[src/rtl/swd_txn_monitor.sv]
module swd_txn_monitor #(
  parameter int DW = 32
) (
  input  logic          clk,
  input  logic          rst_n,
  input  logic          swclk_i,
  input  logic          swdio_i,
  output logic          rec_valid,
  output logic          rec_ap,
  output logic          rec_read,
  output logic [3:0]    rec_addr,
  output logic [2:0]    rec_ack,
  output logic [DW-1:0] rec_data,
  output logic          rec_req_perr,
  output logic          rec_data_perr
);
  localparam int CW = $clog2(DW);
  localparam logic [2:0] ACK_OK = 3'b100, ACK_WAIT = 3'b010, ACK_FAULT = 3'b001;

  typedef enum logic [1:0] {S_REQ, S_ACK, S_DATA, S_DPAR} st_t;

  logic [1:0]    ck_s, io_s;
  logic          ck_d;
  st_t           st;
  logic          on_fall;
  logic [1:0]    skip;
  logic [7:0]    rq;
  logic [2:0]    ak;
  logic [DW-1:0] dsh;
  logic [CW-1:0] cnt;
  logic          cur_ap, cur_rd, cur_rp;
  logic [1:0]    cur_a;
  logic          csel, orun;

  wire           rise     = ck_s[1] & ~ck_d;
  wire           fall     = ~ck_s[1] & ck_d;
  wire           bit_i    = io_s[1];
  wire           take     = on_fall ? fall : rise;
  wire [7:0]     rq_n     = {rq[6:0], bit_i};
  wire [2:0]     ak_n     = {ak[1:0], bit_i};
  wire           req_hit  = rq_n[7] & ~rq_n[1] & rq_n[0];
  wire           wf       = (ak_n == ACK_WAIT) || (ak_n == ACK_FAULT);
  wire           data_ack = (ak_n == ACK_OK) || (wf && orun);
  wire           dp_bad   = bit_i ^ (^dsh);

  always_ff @(posedge clk or negedge rst_n) begin
    if (!rst_n) begin
      ck_s <= '0;
      io_s <= '0;
      ck_d <= 1'b0;
    end else begin
      ck_s <= {ck_s[0], swclk_i};
      io_s <= {io_s[0], swdio_i};
      ck_d <= ck_s[1];
    end
  end

  always_ff @(posedge clk or negedge rst_n) begin
    if (!rst_n) begin
      st <= S_REQ;
      on_fall <= 1'b0;
      skip <= '0;
      rq <= '0;
      ak <= '0;
      dsh <= '0;
      cnt <= '0;
      cur_ap <= 1'b0;
      cur_rd <= 1'b0;
      cur_rp <= 1'b0;
      cur_a <= '0;
      csel <= 1'b0;
      orun <= 1'b0;
      rec_valid <= 1'b0;
      rec_ap <= 1'b0;
      rec_read <= 1'b0;
      rec_addr <= '0;
      rec_ack <= '0;
      rec_data <= '0;
      rec_req_perr <= 1'b0;
      rec_data_perr <= 1'b0;
    end else begin
      rec_valid <= 1'b0;
      if (take) begin
        if (skip != 2'd0) begin
          skip <= skip - 2'd1;
        end else begin
          case (st)
            S_REQ: begin
              rq <= rq_n;
              if (req_hit) begin
                cur_ap <= rq_n[6];
                cur_rd <= rq_n[5];
                cur_a <= {rq_n[3], rq_n[4]};
                cur_rp <= ^rq_n[6:2];
                st <= S_ACK;
                on_fall <= 1'b1;
                skip <= 2'd1;
                ak <= '0;
                cnt <= '0;
              end
            end
            S_ACK: begin
              ak <= ak_n;
              cnt <= cnt + 1'b1;
              if (cnt == CW'(2)) begin
                cnt <= '0;
                if (data_ack) begin
                  st <= S_DATA;
                  on_fall <= cur_rd;
                  skip <= cur_rd ? 2'd0 : 2'd2;
                end else begin
                  rec_valid <= 1'b1;
                  rec_ap <= cur_ap;
                  rec_read <= cur_rd;
                  rec_addr <= {cur_a, 2'b00};
                  rec_ack <= ak_n;
                  rec_data <= '0;
                  rec_req_perr <= cur_rp;
                  rec_data_perr <= 1'b0;
                  st <= S_REQ;
                  rq <= '0;
                  on_fall <= 1'b0;
                  skip <= wf ? 2'd1 : 2'd0;
                end
              end
            end
            S_DATA: begin
              dsh <= {bit_i, dsh[DW-1:1]};
              cnt <= cnt + 1'b1;
              if (cnt == CW'(DW - 1)) begin
                cnt <= '0;
                st <= S_DPAR;
              end
            end
            default: begin
              rec_valid <= 1'b1;
              rec_ap <= cur_ap;
              rec_read <= cur_rd;
              rec_addr <= {cur_a, 2'b00};
              rec_ack <= ak;
              rec_data <= dsh;
              rec_req_perr <= cur_rp;
              rec_data_perr <= dp_bad;
              if (!cur_ap && !cur_rd && ak == ACK_OK && !dp_bad) begin
                if (cur_a == 2'b10) csel <= dsh[0];
                else if (cur_a == 2'b01 && !csel) orun <= dsh[0];
              end
              st <= S_REQ;
              rq <= '0;
              on_fall <= 1'b0;
              skip <= cur_rd ? 2'd1 : 2'd0;
            end
          endcase
        end
      end
    end
  end
endmodule


[config.mk]
export PLATFORM = sky130hd
export DESIGN_NAME = swd_txn_monitor
export DESIGN_NICKNAME = d
export VERILOG_FILES = /design/src/rtl/swd_txn_monitor.sv
export SDC_FILE = /design/constraint.sdc
export NUM_CORES = 1
export LEC_CHECK = 0
export ABC_CLOCK_PERIOD_IN_PS = 2300
export BUFFER_PORTS_ARGS = -buffer_cell sky130_fd_sc_hd__buf_2
export CAP_MARGIN = 10
export CELL_PAD_IN_SITES_DETAIL_PLACEMENT = 1
export CELL_PAD_IN_SITES_GLOBAL_PLACEMENT = 2
export CORE_ASPECT_RATIO = 0.7
export CORE_MARGIN = 2
export CORE_UTILIZATION = 36
export DETAILED_ROUTE_END_ITERATION = 10
export PLACE_DENSITY_LB_ADDON = 0.1
export SYNTH_ARGS = -nofsm -noshare
export SYNTH_HDL_FRONTEND = slang
export SYNTH_SLANG_ARGS = --single-unit
[constraint.sdc]
create_clock -name clk -period 2.3 [get_ports clk]
set_clock_uncertainty 0.2 [all_clocks]
set_input_delay 0.46 -clock clk [delete_from_list [all_inputs] [get_ports clk]]
set_output_delay 0.46 -clock clk [all_outputs]
set_load 0.05 [all_outputs]
### Yosys cells after proc, flatten, opt, wreduce, memory -nomap -nowiden

Index checks and enable logic that the tools add are counted.

* register bits after elaboration: 108
* bits of input ports: 4

* add/subtract/negate cells: 2
* equality and inequality tests: 17
* mux-type cells: 52
* bitwise gates (word level): 13
* reductions and logical operators: 30

Operator list (count)
* 32-bit two-way mux: 2
* 32-bit one-hot mux with 2 select lines: 1
* 32-bit XOR reduction: 1
* 5-bit AND reduction: 5
* 7-bit one-hot mux with 3 select lines: 1
* 1-bit two-way mux: 18
* 2-bit two-way mux: 8
* 4-bit AND reduction: 4
* 5-bit two-way mux: 3
* 5-bit one-hot mux with 3 select lines: 1
* 7-bit two-way mux: 2
* 2-bit one-hot mux with 3 select lines: 2
* 3-bit one-hot mux with 2 select lines: 2
* 2-bit inequality test (second input constant): 5
* 1-bit one-hot mux with 2 select lines: 5
* 3-bit two-way mux: 3
* 4-bit two-way mux: 2
* 1-bit NOT: 8
* 4-bit one-hot mux with 2 select lines: 1
* 3-bit equality test (second input constant): 2
* 3-bit inequality test (second input constant): 2
* 6-bit AND reduction: 1
* 5-bit by 1-bit adder with 5-bit output (second input constant): 1
* 5-bit by 2-bit equality test with 1-bit output (second input constant): 1
* other kinds (19): 33

### Logic depth before layout (Yosys ltp)

Gate-level depths: netlist of the first run.

* word-level depth: 9
* mapped depth: 10

### Worst setup path before layout of the first run

Ideal clock, no wire load.

* kind: register -> register
* from: register cnt[0]
* to: register rec_ack[2]
* setup time: 0.126 ns
* arrival time: 1.997 ns
* data required time: 1.974 ns
* slack: -0.023 ns
* stages on the path, launching flop included: 10
* period minus slack after synthesis: 2.323 ns
* cell sequence: dfrtp_1 inv_1 ha_1 nor4b_4 nor2_2 a2111oi_4 nand2b_1 buf_4 buf_6 a221o_1

* word-level cells in the longest chain between the ends: 3

RTL lines
* start, declared: line 30 `logic [CW-1:0] cnt;`
* start signal, assigned: line 104 `cnt <= cnt + 1'b1;`
* start signal, assigned: line 129 `cnt <= cnt + 1'b1;`
* 5-bit by 2-bit equality test with 1-bit output: line 105 `if (cnt == CW'(2)) begin`
* 2-bit inequality test (no line)
* 5-bit AND reduction (no line)
* end signal, assigned: line 116 `rec_ack <= ak_n;`
* end signal, assigned: line 140 `rec_ack <= ak;`
* end, declared: line 12 `output logic [2:0] rec_ack,`

No other way between the ends.
A chain may end at the register's enable or synchronous reset.

### Worst setup path in the final report of the first run

* from: register dsh[13]
* to: register csel

* word-level cells in the longest chain between the ends: 5

RTL lines
* start, declared: line 29 `logic [DW-1:0] dsh;`
* start signal, assigned: line 128 `dsh <= {bit_i, dsh[DW-1:1]};`
* 32-bit XOR reduction: line 44 `wire dp_bad = bit_i ^ (^dsh);`
* 1-bit XOR: line 44
* 1-bit logical NOT: line 144 `if (!cur_ap && !cur_rd && ak == ACK_OK && !dp_bad) begin`
* 1-bit logical AND: line 144
* 5-bit AND reduction (no line)
* end signal, assigned: line 145 `if (cur_a == 2'b10) csel <= dsh[0];`
* end, declared: line 33 `logic csel, orun;`

No other way between the ends.

==> results of run 1 <==
[cell usage in the layout (no fill, tap or decap), drive strengths merged, types with 4 or more instances in the layout]
master | Yosys | routed
a22o | 36 | 36
buf | 12 | 99
clkbuf | 8 | 12
dfrtp | 106 | 106
ha | 7 | 7
inv | 14 | 15
mux2 | 40 | 40
mux2i | 4 | 4
nand2 | 21 | 21
nand2b | 5 | 5
nand3 | 8 | 8
nor2 | 9 | 9
o21ai | 23 | 23
o31ai | 6 | 6
xnor2 | 31 | 31
[routing by layer]
| metal | up-vias | share of wire (%) | global-route usage [%] |
|---|---|---|---|
| li1 | 1480 | - | - |
| met1 | 1563 | 54 | 25.5 |
| met2 | 49 | 42 | 23.3 |
| met3 | 7 | 3.4 | 3.51 |
| met4 | 0 | 0.82 | 3.96 |
| met5 | - | 0 | 0 |
[kinds of logic after synthesis]
group / share of synthesized area (%)
and+or+nand+nor: 6.97
other: 0.0804
muxes: 10.5
DFF: 56.9
AOI/OAI and AO/OA: 12.6
xor gates and xnor gates: 7.59
buffers and inverters: 3.54
adders and majority gates: 1.88
[metrics by stage]
stage / instance area [sq um] / instances / TNS [ns] / total power [uW] / worst slack (ns)
after floorplan: 4670 / 364 / 0 / 2940 / 0.0119
after global placement: 5460 / 602 / -0.0112 / 3370 / -0.0112
after detailed placement: 5460 / 602 / -0.0459 / 3400 / -0.0272
after CTS: 5760 / 619 / -0.0894 / 4940 / -0.0493
after global routing: 5920 / 623 / -0.261 / 5280 / -0.0978
final: 5920 / 623 / -0.0578 / 5000 / -0.0305
[what timing repair did]
action | in CTS | in global routing
gates resized for setup | 1 | 20
setup endpoints to repair | 3 | 48
hold buffers | 1 | 0
setup buffers | 0 | 3
endpoints found under the hold margin | 26 | 0
cloned | 0 | 1
pin swaps | 3 | 8
[area by class of cell]
type	count	area share, %
Multi-Input combinational cell	224	33.5
Timing Repair Buffer	101	12.5
Tap cell	162	3.42
Clock buffer	11	4.27
Inverter	14	0.887
Clock inverter	5	0.612
Sequential cell	106	44.8
[registers in the layout, summed over array words and instances (netlist names), 2 cells and up]
signal,flops
io_s,2
skip,2
ak,3
rec_ack,3
rq,7
dsh,32
cur_a,2
ck_s,2
rec_data,32
rec_addr,2
cnt,5
st,2
[where the power goes]
part	leakage [uW]	internal, uW	total (uW)	switching [uW]
combinational	0.00131	548	1350	798
sequential	0.00146	2020	2160	148
clock	0.000134	796	1490	694
total	0.00290	3360	5000	1640
[how the worst min path moves through the flow]
stage / slack, ns / endpoint / cells past startpoint
CTS: 0.01 / ck_s[0] / 1
detailed placement: 0.14 / ck_s[1] / 0
finish: 0.02 / ck_s[0] / 1
global placement: 0.15 / ck_s[1] / 0
floorplan: -0.04 / ak[0] / 0
global route: 0.02 / io_s[0] / 1
==> run_results.csv, run 1 <==
group,metric,value,unit
outcome,status,"finished, violations left",
outcome,violations,"design-rule violations, negative setup slack",
global_routing,grt-ovfl-total,0,
clocking,clock_tree.buffer_depth,2,
setup_path,cp_cell_sequence,"xnor2_1 -> xnor2_1 -> xnor2_1 -> xnor3_2 -> mux2i_1 -> mux2_2",
global_routing,grt_pass1_vias,3317,
setup_path,cp-end-kind,"flop",
die,fp.dieH,99.2,um
run,cap_violations,0,
power,pwr_density_cell,844,nW/um^2
setup_path,cp.arrival,2.36,ns
die,coreArea,12500,sq um
timing,finalSetupViolCount,2,
setup_path,cp_num_cells,6,
synthesis,syn_area,4660,sq um
global_routing,antenna_found_initial,0,
die,dieArea,13900,sq um
drt,via_count,3099,
timing,fin_ws,-0.0305,ns
min_path,min_from,"swclk_i",
synthesis,synth_edf_count,0,
layout,antenna_cells,0,
setup_path,crit_fanout,4,
clocking,cts_root_buf,"clkbuf_16",
drt,post_drt_wl_per_cell,17.5,um
setup_path,cpMaxStageDelayCell,"xnor3_2",
clocking,worstSkewPairLatency,0.34,ns
setup_path,rr_worst_depth,6,
drt,ant_nets,0,
synthesis,ys_ff_latch,106,
synthesis,yosysWarnings,0,
layout,nNetsFinal,467,
setup_path,slowest_delay,0.49,ns
drt,drt_iter0_drc,108,
setup_path,cp_num_buf_inv,0,
synthesis,postSynthCellCount,363,
setup_path,critPathLaunch,"dsh[13]",
layout,drive_gt1_share,39.3,%
global_routing,grt_first_pass_wirelength,17900,um
synthesis,synth_flop_cell,"dfrtp_1",
drt,drtPass1Iterations,9,
layout,post-route-util,47.2,%
die,initial_core_util,37.2,%
die,die_width,140,um
timing,hold_viol,0,
power,vdd_drop_max,389,uV
timing,fin_crit_sh,101,%
timing,fmax,429,MHz
synthesis,synthArstFlopShare,100,%
layout,fillers,1314,
min_path,hold_class,"in -> reg",
synthesis,synth.area.top_cells,"dfrtp_1, mux2_2, a22o_1",
synthesis,yosysMostFrequentCell,"dfrtp_1",
timing,finalMaxSlewViolations,0,
layout,synthToLayoutAreaGrowth,27.0,%
setup_path,crit-reg2reg-launch,"dsh[13]",
layout,multiInputGateArea,1980,sq um
setup_path,crit_type,"reg -> reg",
setup_path,crit_required,2.33,ns
synthesis,yosys.area.top_type,"dfrtp_1",
clocking,cts-buffers-inserted,9,
clocking,cts.sinks,106,
setup_path,r2r_slack,-0.03,ns
layout,seqCellArea,2650,sq um
setup_path,crit_end,"csel",
setup_path,r2r_end,"csel",
die,pin_count,48,
setup_path,path_common_cell,"xnor2_1",
drt,wl,10900,um
synthesis,ys_seq_area_share,56.9,%
die,std_cell_rows,34,
place,dp_hpwl,7540,um
power,leakagePower,0.00290,uW
place,io_buffers,45,
timing,rsz0062_at_grt,"yes",
setup_path,path_delay_family,"XOR/XNOR gates",
synthesis,synth_common_cells,"dfrtp_1, mux2_2, a22o_1",
clocking,cts_max_level,3,
synthesis,synth_cell_types,47,
global_routing,grt_start_max_net_pins,45,
timing,hold_ws,0.0244,ns
clocking,cts_tree,"done",
synthesis,synth_top_area_share,56.9,%
drt,drc,4,
setup_path,setup.worst_path.start_class,"flop",
clocking,clk_pin_slew_worst_paths,0.07,ns
timing,post-route-min-period,2.33,ns
drt,via_per_inst,4.97,
global_routing,track_usage,16.4,%
place,gp_congestion,0.764,
synthesis,synth.avg_cell_area,12.8,sq um
(Power assumes the default switching activity.)
==> run 2: changes to the inputs <==
--- a/config.mk
+++ b/config.mk
@@ -15,6 +15,7 @@
 export CORE_UTILIZATION = 36
 export DETAILED_ROUTE_END_ITERATION = 10
 export PLACE_DENSITY_LB_ADDON = 0.1
+export SKIP_CTS_REPAIR_TIMING = 1
 export SYNTH_ARGS = -nofsm -noshare
 export SYNTH_HDL_FRONTEND = slang
 export SYNTH_SLANG_ARGS = --single-unit
==> run_results.csv, run 2 (synthesized netlist as in run 1, its figures left out) <==
group,metric,value,unit
outcome,status,"finished, violations left",
outcome,violations,"negative setup slack",
timing,hold_viol,0,
global_routing,grt_pass1_vias,3317,
power,clock_power_share,30.0,%
layout,seqCellArea,2660,sq um
timing,post-route-min-period,2.30,ns
setup_path,crit_end,"csel",
layout,layout_commonest_cell,"dfrtp_1",
timing,fin_ws,-0.00497,ns
power,power.internal,3340,uW
clocking,cts_root_buf,"clkbuf_16",
layout,most-common-layout-cells,"dfrtp_1, buf_4, buf_2",
power,p_sw,1610,uW
die,die_width,140,um
setup_path,crit_type,"reg -> reg",
setup_path,cp.arrival,2.33,ns
place,gp_congestion,0.764,
global_routing,antenna_found_initial,0,
drt,drc,0,
die,pin_count,48,
clocking,clock_tree.buffer_depth,2,
drt,drtPass1Iterations,6,
layout,post-route-util,47.7,%
timing,finalMaxSlewViolations,0,
layout,drive_gt1_share,42.1,%
setup_path,critPathLaunch,"dsh[7]",
place,dp_hpwl,7540,um
clocking,cts_max_level,3,
drt,via_per_inst,4.95,
setup_path,rr_worst_depth,6,
layout,nNetsFinal,467,
power,pwr_density_cell,829,nW/um^2
setup_path,r2r_end,"csel",
timing,fin_crit_sh,100,%
layout,final_area,5980,sq um
power,p_sw_share,32.6,%
run,cap_violations,0,
place,place_area,5460,sq um
global_routing,track_usage,16.3,%
global_routing,grt_start_max_net_pins,45,
timing,fmax,434,MHz
place,io_buffers,45,
setup_path,crit_fanout,4,
power,leakagePower,0.00292,uW
min_path,hold_class,"in -> reg",
drt,post_drt_wl_per_cell,17.3,um
setup_path,crit-reg2reg-launch,"dsh[7]",
clocking,worstSkewPairLatency,0.34,ns
layout,antenna_cells,0,
drt,via_count,3084,
layout,multiInputGateArea,2030,sq um
layout,fillers,1308,
die,fp.dieH,99.2,um
die,std_cell_rows,34,
global_routing,grt-ovfl-total,0,
drt,ant_nets,0,
global_routing,grt_first_pass_wirelength,17800,um
power,power_frac_seq,43.7,%
power,combPwrFrac,26.3,%
setup_path,r2r_slack,-0.005,ns
clocking,cts-buffers-inserted,9,
drt,drt_iter0_drc,117,
clocking,clk_pin_slew_worst_paths,0.07,ns
setup_path,crit_required,2.33,ns
place,pre_cts_slack,-0.0272,ns
power,vdd_drop_max,383,uV
die,initial_core_util,37.2,%
setup_path,cp-end-kind,"flop",
die,coreArea,12500,sq um
layout,synthToLayoutAreaGrowth,28.2,%
clocking,cts.sinks,106,
timing,rsz0062_at_grt,"yes",
clocking,cts_tree,"done",
drt,wl,10800,um
layout,top_regs,"dsh (32), rec_data (32), rq (7)",
die,dieArea,13900,sq um
setup_path,setup.worst_path.start_class,"flop",
timing,finalSetupViolCount,1,
-- run 2: metrics by stage --
stage                     instances  hold WS [ns]  setup TNS [ns]  power (uW)
after global placement          602         0.146         -0.0112        3370
final                           623        0.0258        -0.00497        4960
after global routing            623        0.0157          -0.240        5240
after CTS                       618        -0.162          -0.145        4930
after detailed placement        602         0.139         -0.0459        3400
after floorplan                 364       -0.0356               0        2940
-- run 2: worst max-delay path, cell delays in order, from the launching register on --
cell and delay, ns:
dfrtp_2 0.46, xnor2_2 0.15, xnor2_1 0.19, xnor2_1 0.15, xnor3_2 0.49, mux2i_1 0.20
mux2_2 0.35
-- run 2: final cells by class --
cell class	count	area share (%)
flip-flops and latches	106	44.5
multi-input cells	224	34.0
repair buffers	101	12.4
clock buffers	11	4.23
well taps	162	3.39
inverters	14	0.879
clock inverters	5	0.607
-- run 2: worst min path at each step --
stage	cells past startpoint	end	startpoint	slack (ns)
floorplan	0	ak[0]	rst_n	-0.04
global placement	0	ck_s[1]	ck_s[0]	0.15
detailed placement	0	ck_s[1]	ck_s[0]	0.14
CTS	1	rq[3]	rst_n	-0.16
global route	1	io_s[0]	swdio_i	0.02
finish	1	ck_s[0]	swclk_i	0.03
-- run 2: power groups by stage --
stage | Clock, uW | Sequential [uW] | Combinational (uW)
floorplan | 0 | 2280 | 659
finish | 1490 | 2160 | 1300
detailed placement | 0 | 2190 | 1210
CTS | 1550 | 2160 | 1220
global placement | 0 | 2190 | 1180
global route | 1620 | 2190 | 1420
-- run 2: layer usage --
metal	share of wire, %	track usage, %
met5	0	0
met4	0.82	3.96
met3	2.5	3.51
met2	42	22.8
met1	55	25.6
==> run 3: changes to the inputs <==
--- a/config.mk
+++ b/config.mk
@@ -15,6 +15,7 @@
 export CORE_UTILIZATION = 36
 export DETAILED_ROUTE_END_ITERATION = 10
 export PLACE_DENSITY_LB_ADDON = 0.1
+export REMOVE_ABC_BUFFERS = 1
 export SKIP_CTS_REPAIR_TIMING = 1
 export SYNTH_ARGS = -nofsm -noshare
 export SYNTH_HDL_FRONTEND = slang
==> run_results.csv, run 3 (synthesized netlist as in run 1, its figures left out) <==
group,metric,value,unit
die,die_width,140,um
die,std_cell_rows,34,
die,fp.dieH,99.2,um
place,gp_congestion,0.839,
layout,top_regs,"dsh (32), rec_data (32), rq (7)",
layout,most-common-layout-cells,"dfrtp_1, buf_2, mux2_2, buf_4, a22o_1",
power,power.internal,3360,uW
timing,hold_viol,0,
setup_path,cp_cell_sequence,"xnor2_1 -> xnor2_2 -> xnor2_1 -> xnor3_2 -> mux2i_1 -> mux2_2",
die,pin_count,48,
setup_path,slowest_delay,0.48,ns
layout,layout_commonest_cell,"dfrtp_1",
setup_path,crit_type,"reg -> reg",
global_routing,grt_first_pass_wirelength,18000,um
power,p_sw_share,32.2,%
drt,drc,0,
drt,post_drt_wl_per_cell,17.7,um
clocking,clk_pin_slew_worst_paths,0.07,ns
timing,finalMaxSlewViolations,0,
power,pwr_density_cell,852,nW/um^2
layout,seqCellArea,2650,sq um
power,p_sw,1600,uW
setup_path,cp-end-kind,"flop",
layout,fin_cells,613,
place,placed_cells,592,
setup_path,path_delay_family,"XOR/XNOR gates",
min_path,hold_class,"in -> reg",
timing,finalSetupViolCount,2,
setup_path,cp_num_buf_inv,0,
die,coreArea,12500,sq um
timing,fmax,419,MHz
timing,rsz0062_at_grt,"yes",
layout,nNetsFinal,458,
clocking,cts.sinks,106,
clocking,cts_max_level,3,
drt,ant_nets,0,
global_routing,antenna_found_initial,0,
place,io_buffers,45,
setup_path,setup.worst_path.start_class,"flop",
place,pre_cts_slack,-0.125,ns
drt,wl,10900,um
layout,antenna_cells,0,
clocking,worstSkewPairLatency,0.35,ns
layout,fillers,1308,
timing,post-route-min-period,2.39,ns
layout,synthToLayoutAreaGrowth,24.8,%
power,power_frac_seq,43.6,%
setup_path,crit_required,2.33,ns
timing,fin_crit_sh,104,%
die,dieArea,13900,sq um
global_routing,grt-ovfl-total,0,
power,power.total,4960,uW
drt,via_per_inst,5.05,
outcome,status,"finished, violations left",
die,initial_core_util,37.2,%
run,cap_violations,0,
clocking,cts_root_buf,"clkbuf_16",
setup_path,cp.arrival,2.42,ns
setup_path,crit_fanout,3,
power,leakagePower,0.00287,uW
drt,drt_iter0_drc,97,
drt,via_count,3095,
clocking,cts_tree,"done",
clocking,cts-buffers-inserted,9,
layout,multiInputGateArea,1940,sq um
layout,post-route-util,46.4,%
global_routing,track_usage,16.9,%
power,clock_power_share,31.9,%
global_routing,grt_pass1_vias,3286,
place,dp_hpwl,7460,um
power,vdd_drop_max,468,uV
timing,fin_ws,-0.0863,ns
power,combPwrFrac,24.5,%
outcome,violations,"negative setup slack",
clocking,clock_tree.buffer_depth,2,
setup_path,cpMaxStageDelayCell,"xnor3_2",
global_routing,grt_start_max_net_pins,39,
timing,finalSetupTns,-0.113,ns
drt,drtPass1Iterations,6,
setup_path,path_common_cell,"xnor2_1",
layout,drive_gt1_share,36.8,%
[run 3: cell count changes in the layout (fill, tap and decap cells not counted), moves of 4 or more]
cell     change
dfrtp_1      +4
buf_4        -9
xnor2_1      +9
dfrtp_2      -4
xnor2_2      -9
[run 3: metal layers]
layer | vias to the layer above | track usage (%) | wire, um
li1 | 1455 | - | -
met1 | 1582 | 25.4 | 5700
met2 | 44 | 24.4 | 4670
met3 | 14 | 3.42 | 319
met4 | 0 | 5.36 | 167
met5 | - | 0 | 0
[run 3: power by group through the flow]
stage	clock network, uW	logic (uW)	registers (uW)
6_report	1580	1210	2160
2_1_floorplan	0	579	2300
3_5_place_dp	0	1180	2200
5_1_grt	1700	1340	2190
3_3_place_gp	0	1170	2190
4_1_cts	1640	1200	2160
[run 3: cell type report]
type                       instances  share of cell area (%)
multi-input combinational        224                    33.3
timing repair buffer              92                    11.5
sequential                       106                    45.6
tap                              162                    3.48
clock inverter                     5                    1.07
inverter                          14                   0.903
clock buffer                      10                    4.10
[run 3: metrics by stage]
stage | hold WS (ns) | instance area [sq um]
floorplan | -0.0356 | 4560
global placement | 0.132 | 5380
detailed placement | 0.139 | 5380
CTS | -0.136 | 5680
global route | 0.00833 | 5820
finish | 0.0210 | 5820
[run 3: worst paths after layout]
path	slack [ns]	cells past startpoint	end	start
hold / removal	0.02	1	ck_s[0]	swclk_i
min in group asynchronous	0.41	2	on_fall	rst_n
hold reg to reg	0.15	0	io_s[1]	io_s[0]
max in group asynchronous	0.90	3	dsh[5]	rst_n
setup / recovery	-0.09	6	orun	dsh[12]
setup reg to reg	-0.09	6	orun	dsh[12]
